### config.mk
export PLATFORM = sky130hd
export DESIGN_NAME = thst_alarm
export DESIGN_NICKNAME = d
export VERILOG_FILES = /design/src/rtl/thst_pkg.sv /design/src/rtl/thst_quantize.sv /design/src/rtl/thst_fault_cnt.sv /design/src/rtl/thst_alarm_fsm.sv /design/src/rtl/thst_alarm.sv
export SDC_FILE = /design/constraint.sdc
export NUM_CORES = 1
export LEC_CHECK = 0
export BUFFER_PORTS_ARGS = -buffer_cell sky130_fd_sc_hd__buf_2
export CELL_PAD_IN_SITES_DETAIL_PLACEMENT = 1
export CELL_PAD_IN_SITES_GLOBAL_PLACEMENT = 1
export CORE_ASPECT_RATIO = 0.8
export CORE_MARGIN = 2
export CORE_UTILIZATION = 39
export CTS_CLUSTER_SIZE = 10
export DETAILED_ROUTE_END_ITERATION = 12
export PLACE_DENSITY = 0.81
export REMOVE_ABC_BUFFERS = 1
export SETUP_SLACK_MARGIN = 0.3
export SYNTH_ARGS = -nofsm -noshare
export SYNTH_HDL_FRONTEND = slang
export SYNTH_SLANG_ARGS = --single-unit
### constraint.sdc
create_clock -name clk -period 3.1 [get_ports clk]
set_input_delay 0.465 -clock clk [delete_from_list [all_inputs] [get_ports clk]]
set_output_delay 0.465 -clock clk [all_outputs]
set_load 0.01 [all_outputs]
### src/rtl/thst_pkg.sv
package thst_pkg;

  localparam int SAMPLE_W_D = 12;
  localparam int TRIP_W_D   = 9;
  localparam int RES_W_D    = 2;
  localparam int CNT_W_D    = 3;

  typedef enum logic [1:0] {
    ST_ARM_HI  = 2'd0,
    ST_ARM_LO  = 2'd1,
    ST_HOLD_HI = 2'd2,
    ST_HOLD_LO = 2'd3
  } arm_state_e;

  typedef struct packed {
    logic [1:0] res;
    logic       act_high;
    logic       intr;
    logic [1:0] flt;
  } cfg_t;

  localparam cfg_t CFG_RST = '{res: 2'b00, act_high: 1'b0, intr: 1'b0, flt: 2'b00};

  function automatic logic [CNT_W_D-1:0] run_target(input logic [1:0] sel);
    case (sel)
      2'b00:   run_target = CNT_W_D'(1);
      2'b01:   run_target = CNT_W_D'(2);
      2'b10:   run_target = CNT_W_D'(4);
      default: run_target = CNT_W_D'(6);
    endcase
  endfunction

endpackage

### src/rtl/thst_quantize.sv
module thst_quantize #(
  parameter int SAMPLE_W = thst_pkg::SAMPLE_W_D,
  parameter int TRIP_W   = thst_pkg::TRIP_W_D,
  parameter int RES_W    = thst_pkg::RES_W_D
) (
  input  logic [SAMPLE_W-1:0] raw,
  input  logic [RES_W-1:0]    res,
  output logic [SAMPLE_W-1:0] q
);
  localparam int EXTRA = SAMPLE_W - TRIP_W;

  // Bits at and above EXTRA always carry data; below it, resolution unmasks
  // one more fractional bit per step.
  for (genvar b = 0; b < SAMPLE_W; b++) begin : g_bit
    if (b >= EXTRA) begin : g_keep
      assign q[b] = raw[b];
    end else begin : g_mask
      assign q[b] = raw[b] & (res > RES_W'(EXTRA - 1 - b));
    end
  end
endmodule

### src/rtl/thst_fault_cnt.sv
module thst_fault_cnt #(
  parameter int CNT_W = thst_pkg::CNT_W_D
) (
  input  logic             clk,
  input  logic             rst_n,
  input  logic             clr,
  input  logic             step_en,
  input  logic             fault,
  input  logic [CNT_W-1:0] target,
  output logic [CNT_W-1:0] cnt,
  output logic             hit
);
  logic [CNT_W-1:0] cnt_inc;

  assign cnt_inc = cnt + CNT_W'(1);
  assign hit     = step_en & fault & (cnt_inc == target);

  always_ff @(posedge clk or negedge rst_n) begin
    if (!rst_n) begin
      cnt <= '0;
    end else if (clr) begin
      cnt <= '0;
    end else if (step_en) begin
      if (fault && !hit) cnt <= cnt_inc;
      else               cnt <= '0;
    end
  end
endmodule

### src/rtl/thst_alarm_fsm.sv
module thst_alarm_fsm
  import thst_pkg::*;
(
  input  logic clk,
  input  logic rst_n,
  input  logic clr,
  input  logic intr,
  input  logic hit,
  input  logic ack,
  output logic arming,
  output logic watch_low,
  output logic active
);
  arm_state_e st_q, st_d;

  always_comb begin
    st_d = st_q;
    unique case (st_q)
      ST_ARM_HI:  if (hit) st_d = intr ? ST_HOLD_HI : ST_ARM_LO;
      ST_ARM_LO:  if (hit) st_d = intr ? ST_HOLD_LO : ST_ARM_HI;
      ST_HOLD_HI: if (ack) st_d = ST_ARM_LO;
      ST_HOLD_LO: if (ack) st_d = ST_ARM_HI;
      default:    st_d = ST_ARM_HI;
    endcase
    if (clr) st_d = ST_ARM_HI;
  end

  always_ff @(posedge clk or negedge rst_n) begin
    if (!rst_n) st_q <= ST_ARM_HI;
    else        st_q <= st_d;
  end

  assign arming    = (st_q == ST_ARM_HI) || (st_q == ST_ARM_LO);
  assign watch_low = (st_q == ST_ARM_LO);
  assign active    = intr ? ((st_q == ST_HOLD_HI) || (st_q == ST_HOLD_LO))
                          : (st_q == ST_ARM_LO);
endmodule

### src/rtl/thst_alarm.sv
module thst_alarm
  import thst_pkg::*;
#(
  parameter int             SAMPLE_W = SAMPLE_W_D,
  parameter int             TRIP_W   = TRIP_W_D,
  parameter int             RES_W    = RES_W_D,
  parameter int             CNT_W    = CNT_W_D,
  parameter logic [TRIP_W-1:0] HI_RST = TRIP_W'(160),
  parameter logic [TRIP_W-1:0] LO_RST = TRIP_W'(150)
) (
  input  logic                clk,
  input  logic                rst_n,
  input  logic                samp_valid,
  output logic                samp_ready,
  input  logic [SAMPLE_W-1:0] samp_data,
  input  logic                hi_we,
  input  logic [TRIP_W-1:0]   hi_wdata,
  input  logic                lo_we,
  input  logic [TRIP_W-1:0]   lo_wdata,
  input  logic                cfg_we,
  input  logic [5:0]          cfg_wdata,
  input  logic                rd_ack,
  output logic                alarm_o
);
  localparam int EXTRA = SAMPLE_W - TRIP_W;

  logic [TRIP_W-1:0]   hi_q, lo_q;
  cfg_t                cfg_q, cfg_in;
  logic                cfg_chg;
  logic                intr_mode;
  logic [SAMPLE_W-1:0] samp_q;
  logic [SAMPLE_W-1:0] hi_ext, lo_ext;
  logic                is_hot, is_cool, fault;
  logic                arming, watch_low, alarm_act;
  logic                step_en, hit;
  logic [CNT_W-1:0]    fault_cnt, cnt_target;

  assign cfg_in = cfg_t'(cfg_wdata);

  always_ff @(posedge clk or negedge rst_n) begin
    if (!rst_n) begin
      hi_q  <= HI_RST;
      lo_q  <= LO_RST;
      cfg_q <= CFG_RST;
    end else begin
      if (hi_we)  hi_q  <= hi_wdata;
      if (lo_we)  lo_q  <= lo_wdata;
      if (cfg_we) cfg_q <= cfg_in;
    end
  end

  assign cfg_chg   = cfg_we && ((cfg_in.intr != cfg_q.intr) || (cfg_in.flt != cfg_q.flt));
  assign intr_mode = cfg_q.intr;
  assign samp_ready = rst_n;

  thst_quantize #(.SAMPLE_W(SAMPLE_W), .TRIP_W(TRIP_W), .RES_W(RES_W)) u_quant (
    .raw (samp_data),
    .res (cfg_q.res),
    .q   (samp_q)
  );

  assign hi_ext  = {hi_q, {EXTRA{1'b0}}};
  assign lo_ext  = {lo_q, {EXTRA{1'b0}}};
  assign is_hot  = $signed(samp_q) > $signed(hi_ext);
  assign is_cool = $signed(samp_q) < $signed(lo_ext);
  assign fault   = watch_low ? is_cool : is_hot;

  assign cnt_target = CNT_W'(run_target(cfg_q.flt));
  assign step_en    = samp_valid & samp_ready & arming & ~cfg_chg;

  thst_fault_cnt #(.CNT_W(CNT_W)) u_cnt (
    .clk     (clk),
    .rst_n   (rst_n),
    .clr     (cfg_chg),
    .step_en (step_en),
    .fault   (fault),
    .target  (cnt_target),
    .cnt     (fault_cnt),
    .hit     (hit)
  );

  thst_alarm_fsm u_fsm (
    .clk       (clk),
    .rst_n     (rst_n),
    .clr       (cfg_chg),
    .intr      (intr_mode),
    .hit       (hit),
    .ack       (rd_ack),
    .arming    (arming),
    .watch_low (watch_low),
    .active    (alarm_act)
  );

  assign alarm_o = cfg_q.act_high ? alarm_act : ~alarm_act;
endmodule

==> results of run 1 <==
## metrics by stage
stage | hold WS (ps) | util | power [mW] | worst slack (ps)
after floorplan | 169 | - | 0.549 | 769
after global placement | 492 | 0.471 | 0.624 | 534
after detailed placement | 496 | 0.471 | 0.635 | 399
after CTS | 252 | 0.493 | 0.960 | 487
after global routing | 263 | 0.493 | 1.01 | 322
final | 238 | 0.493 | 0.946 | 497
## final cells by class
type                       instances  area, um^2
clock buffer                       8        90.1
fill                             518        2130
inverter                          21        78.8
multi-input combinational        123         870
sequential                        29         733
tap                               57        71.3
timing repair buffer              45         228
## worst max-delay path by stage
| stage | from | endpoint |
|---|---|---|
| final | hi_q[7] | u_fsm.st_q[0] |
| after global routing | hi_q[7] | u_fsm.st_q[0] |
| after CTS | hi_q[7] | u_fsm.st_q[0] |
| after floorplan | hi_q[7] | u_fsm.st_q[0] |
| after detailed placement | samp_data[9] | u_fsm.st_q[0] |
| after global placement | samp_data[9] | u_fsm.st_q[0] |
## registers in the layout (all words and copies together), names as in the netlist
name	cells
hi_q	9
lo_q	9
cfg_q	5
u_cnt.cnt	3
u_fsm.st_q	2
intr_mode	1
## metal layers
| layer | track usage | up-vias | share of wire |
|---|---|---|---|
| li1 | - | 712 | - |
| met1 | 0.241 | 651 | 0.51 |
| met2 | 0.269 | 29 | 0.44 |
| met3 | 0.0401 | 5 | 0.039 |
| met4 | 0.0592 | 0 | 0.014 |
| met5 | 0 | - | 0 |
## critical path: cells and delay by family, from the launching register on
family	cells	cell delay [ps]
adders and majority gates	1	300
buffers and inverters	1	50
and+or+nand+nor	2	540
AOI/OAI and AO/OA	3	760
muxes	1	330
DFF	1	520
## power by group through the flow
| stage | Sequential, mW | Clock, mW | Combinational (mW) |
|---|---|---|---|
| floorplan | 0.435 | 0 | 0.114 |
| global placement | 0.439 | 0 | 0.185 |
| detailed placement | 0.441 | 0 | 0.194 |
| CTS | 0.434 | 0.330 | 0.196 |
| global route | 0.439 | 0.346 | 0.224 |
| finish | 0.434 | 0.320 | 0.192 |
## cell usage in the layout (no fill, tap or decap), types with 7 or more instances in the layout
| master | synthesis | routed |
|---|---|---|
| buf_2 | 0 | 44 |
| dfrtp_1 | 23 | 23 |
| ha_1 | 18 | 18 |
| inv_1 | 21 | 21 |
| mux2_2 | 7 | 7 |
| nand2_1 | 24 | 24 |
| nor2_1 | 7 | 7 |
| o21ai_0 | 25 | 25 |
## synthesized netlist by cell type (all sizes together)
cell type / n
nand2: 24
a22oi: 1
buf: 1
and4: 1
nand3: 1
xnor2: 2
o21ai: 25
nand4: 3
dfrtp: 23
nor2b: 1
nor3b: 1
clkbuf: 5
inv: 21
o211ai: 1
dfstp: 6
mux2: 8
ha: 18
nand2b: 1
a32oi: 2
o21a: 2
nor4: 2
o31a: 2
a21oi: 6
or3: 1
a21o: 2
a211oi: 1
o2111a: 1
o32ai: 1
and4b: 1
xor2: 4
nor2: 7
or2: 1
o211a: 1
a2111oi: 2
## cell families (layout without fill, tap and decap cells)
kind of cell / after synthesis / in the layout
AOI/OAI and AO/OA: 47 / 47
and+or+nand+nor: 44 / 44
adders and majority gates: 18 / 18
xor gates and xnor gates: 6 / 6
buffers and inverters: 27 / 74
DFF: 29 / 29
muxes: 8 / 8
==> flow_summary_export.csv, run 1 <==
group,metric,value,unit
status,status,"finished, final reports clean",
place,post-dp-hpwl,3.08,mm
critical_path,cp-start-kind,"flip-flop",
place,place_area,0.00198,mm^2
synth,netlist_area,0.00171,mm^2
cts,clk_latency,280,ps
power,p_comb_frac,0.203,
routing,ant_nets,0,
cts,cts_resized,0,
power,p_seq_frac,0.459,
synth,synth.area.top_cells,"dfrtp_1 (34%), ha_1 (13%), dfstp_2 (9.2%)",
cts,ctsHoldBuffers,0,
synth,syn_area_per_cell,9.54,um^2
global_routing,antenna_found_initial,0,
routing,routed_wl,3.88,mm
routing,drtPass1Iterations,4,
synth,synth-compound-area-share,0.174,
synth,synth_top_cell_by_area,"dfrtp_1",
cts,cts_sinks,29,
critical_path,r2r_cells,8,
synth,ys_ff_latch,29,
synth,yosys_warnings,0,
layout,layoutNonFillerInstCount,283,
power,power.density,457,mW/mm^2
critical_path,endpoint_kind,"flip-flop",
cts,root_buffer,"clkbuf_8",
critical_path,crit_type,"flip-flop to flip-flop",
routing,drt_iter0_drc,36,
die,dieArea,0.00493,mm^2
cts,cts_buffers,5,
timing,setup_violations,0,
synth,synthSimpleGateAreaFrac,0.119,
place,numPlacedInstances,275,
power,switching_power,0.262,mW
power,swShare,0.277,
layout,area_growth,21.2,%
timing,fin_crit_sh,0.840,
die,initial_core_util,0.406,
global_routing,overflow,0,
synth,synthAdderAreaFrac,0.132,
cts,path_clk_slew,60,ps
timing,rsz0062_at_grt,"false",
critical_path,cp_slowest_stage_delay,520,ps
cts,post-cts-setup-buffers,0,
cts,cts_buffer_depth,2,
critical_path,timing.rr.start,"hi_q[7]",
synth,netlist_instances,179,
global_routing,grt_start_max_net_pins,31,
power,clockPowerShare,0.338,
place,gp_congestion,0.830,
synth,synthMuxAreaShare,0.0527,
layout,final_area,0.00207,mm^2
timing,skew,6.74,ps
layout,antenna_cells,0,
die,design.portCount,45,
routing,routed_via_density,4.94,
cts,cts_tree,"built",
synth,synth_top_area_share,0.337,
critical_path,reg2reg_to,"u_fsm.st_q[0]",
die,rows,21,
hold_path,hp-class,"primary input to asynchronous set/reset pin",
power,ir_worst_vdd,0.000227,V
power,internal-power,0.684,mW
die,die_y,63.2,um
cts,htreeDepth,2,
routing,num_vias,1397,
critical_path,path_max_fanout,5,
layout,drive_above_1_share,0.292,
critical_path,crit_slowest_cell,"dfstp_2",
synth,synth_top_family_by_area,"compound AO/OA/AOI/OAI gates",
place,portBuffers,44,
die,core_area,0.00420,mm^2
global_routing,grt_pass1_vias,1476,
timing,fmax,0.384,GHz
critical_path,regToRegSetupSlack,500,ps
timing,hold_violations,0,
critical_path,path_cells,"inv_1, ha_1, nand4_1, or3_1, o211a_1, o32ai_2, a32oi_1, mux2_1",
routing,route.detailed.drc,0,
synth,synth_cell_type_count,35,
critical_path,critical_path_arrival,2760,ps
timing,finalSetupTns,0,ps
routing,wl_per_cell,13.7,um
critical_path,worstPathRequired,3250,ps
layout,nNetsFinal,286,
global_routing,grtUsageTotal,0.174,
synth,seq_area_frac_synth,0.429,
die,die_x,78.0,um
global_routing,grt_pass1_wl,6.70,mm
timing,slew_viol_final,0,
power,leakage,1.03,nW
timing,tightest_slew,552,ps
synth,synthXorXnorAreaFrac,0.0308,
run,maxCapViolCount,0,
timing,fin_crit,2600,ps
timing,slew_headroom,0.623,
(Power assumes the default switching activity.)
==> run 2: changes to the inputs <==
Settings changed: ABC_AREA set to 1, PLACE_DENSITY 0.81 to 0.82.
Clock period 3.1 ns to 2.6 ns, I/O delays scaled along.
==> run 2 against run 1 <==
  * Clock power increased by 17%
  * Global-route usage increased by 2.7 points
  * Clock-buffer cell count shrank 1
  * Utilization fell by 0.56 points
  * Largest cell class unchanged
  * Clock skew is 0.73 ps higher
  * Cell count grew 20%
  * Die area grew 8.9%
==> flow_summary_export.csv, run 2 <==
group,metric,value,unit
layout,utilization,0.487,
cts,path_clk_slew,60,ps
die,rows,22,
timing,rsz0062_at_grt,"false",
cts,htreeDepth,2,
layout,drive_above_1_share,0.294,
die,core_area,0.00460,mm^2
global_routing,grt_pass1_vias,1780,
synth,seq_area_frac_synth,0.392,
timing,skew,7.47,ps
critical_path,crit_type,"flip-flop to flip-flop",
timing,hold_violations,0,
critical_path,cp-start-kind,"flip-flop",
cts,cts_sinks,29,
layout,antenna_cells,0,
cts,cts_buffers,5,
synth,netlist_area,0.00187,mm^2
timing,fin_crit_sh,0.731,
timing,tightest_slew,396,ps
global_routing,use_met3,0.0423,
layout,area_growth,19.7,%
die,design.portCount,45,
synth,syn_area_per_cell,8.09,um^2
synth,yosys_warnings,0,
cts,ctsHoldBuffers,0,
critical_path,cp_slowest_stage_delay,520,ps
timing,slew_headroom,0.736,
routing,drtPass1Iterations,4,
routing,ant_nets,0,
place,post-dp-hpwl,3.61,mm
status,status,"finished, final reports clean",
routing,routed_via_density,4.76,
power,leakage,1.19,nW
synth,yosys-top-cells-count,"nand2_1 (57), inv_1 (38), dfrtp_1 (23)",
cts,root_buffer,"clkbuf_8",
synth,synth_top_area_share,0.308,
die,die_y,65.9,um
layout,final_common_cell,"nand2_1",
synth,netlist_instances,231,
timing,fmax,0.526,GHz
power,power.density,560,mW/mm^2
synth,yosysMostFrequentCell,"nand2_1",
critical_path,worstPathRequired,2770,ps
critical_path,endpoint_kind,"flip-flop",
routing,num_vias,1612,
routing,routed_wl,4.48,mm
cts,post-cts-setup-buffers,0,
cts,clk_latency,280,ps
synth,synth.area.top_cells,"dfrtp_1 (31%), ha_1 (12%), nand2_1 (11%)",
routing,drt_iter0_drc,28,
synth,synth_cell_type_count,28,
layout,final_cell_mix,"nand2_1 (57), buf_2 (44), inv_1 (38)",
synth,synth_edf_count,0,
critical_path,path_max_fanout,2,
synth,synth_top_cell_by_area,"dfrtp_1",
timing,setup_violations,0,
critical_path,critical_path_arrival,2070,ps
die,die_x,81.4,um
global_routing,grt_start_max_net_pins,18,
global_routing,antenna_found_initial,0,
global_routing,grt_use_met1,0.256,
hold_path,hp-class,"primary input to asynchronous set/reset pin",
power,ir_worst_vdd,0.000374,V
global_routing,top_usage_layer,"met2",
global_routing,grt_pass1_wl,8.03,mm
critical_path,path_cells,"inv_1, ha_1, nand2_1, inv_1, a21oi_1, nand4_1, nand3_2, nand2_2, nand2_2, nand2_2, nand2_1, nand2_1",
die,dieArea,0.00537,mm^2
place,portBuffers,44,
layout,nNetsFinal,340,
timing,slew_viol_final,0,
synth,synth_flop_cell,"dfrtp_1",
die,initial_core_util,0.407,
global_routing,use_met2,0.338,
synth,async_flop_share,1.00,
place,gp_congestion,0.814,
routing,wl_per_cell,13.2,um
run,maxCapViolCount,0,
layout,top_regs,"hi_q x9, lo_q x9, cfg_q x5",
timing,whs,29.5,ps
critical_path,crit_slowest_cell,"dfstp_2",
synth,ys_ff_latch,29,
timing,fin_crit,1900,ps
timing,finalSetupTns,0,ps
routing,route.detailed.drc,0,
global_routing,overflow,0,
cts,cts_tree,"built",
global_routing,grtUsageTotal,0.201,
cts,cts_resized,0,
cts,cts_buffer_depth,2,
layout,final.fill_count,586,
## run 2: changes by cell type in the layout (fill, tap and decap cells not counted), sizes merged, moves of 3 or more
| cell | change |
|---|---|
| nand3 | +13 |
| xor2 | -3 |
| nand2 | +40 |
| inv | +19 |
| nor2 | +3 |
## run 2: routing by layer
layer	up-vias	wire (um)	share of wire
met5	-	0	0
met4	0	61	0.014
met3	7	149	0.033
met2	27	2150	0.48
met1	748	2120	0.47
li1	830	-	-
## run 2: critical path: cells and delay by family, from the launching register on
family / cells / cell delay [ps]
AND/OR/NAND/NOR: 8 / 690
flip-flops: 1 / 520
adder cells (fa/ha/maj): 1 / 270
AO/OA/AOI/OAI: 1 / 210
buffers and inverters: 2 / 90
## run 2: where the power goes
group	internal [mW]	switching [mW]
logic	0.137	0.214
clock network	0.209	0.163
registers	0.503	0.0259
total	0.850	0.404
## run 2: final cells by class
type,count,area [um^2],share of cell area
inverters,40,150,0.0671
repair buffers,45,228,0.102
clock buffers,7,86.3,0.0386
well taps,60,75.1,0.0335
multi-input cells,158,966,0.432
flip-flops and latches,29,733,0.328
## run 2: worst paths after layout
| path | startpoint | end | slack [ps] | cells after the start |
|---|---|---|---|---|
| worst max-delay path | lo_q[7] | u_fsm.st_q[0] | 700 | 12 |
| worst min-delay path | rst_n | lo_q[0] | 30 | 1 |
| worst max register to register | lo_q[7] | u_fsm.st_q[0] | 700 | 12 |
| worst min register to register | hi_q[7] | hi_q[7] | 490 | 2 |
| max in group asynchronous | rst_n | lo_q[7] | 1950 | 2 |
| min in group clk | lo_wdata[1] | lo_q[1] | 320 | 3 |
## run 2: kinds of logic after synthesis
| logic type | after synthesis | synth area share |
|---|---|---|
| XOR/XNOR | 4 | 0.0187 |
| multiplexers | 6 | 0.0361 |
| AND/OR/NAND/NOR | 96 | 0.237 |
| buffers and inverters | 44 | 0.0910 |
| adder cells (fa/ha/maj) | 18 | 0.120 |
| AO/OA/AOI/OAI | 34 | 0.104 |
| flip-flops | 29 | 0.392 |
## run 2: through the flow
step	setup slack (ps)	cell area (um^2)	power [mW]	instances
after floorplan	932	1850	0.764	227
after global placement	809	2150	0.869	332
after detailed placement	695	2150	0.889	332
after CTS	695	2240	1.28	339
after global routing	540	2240	1.35	339
final	699	2240	1.25	339
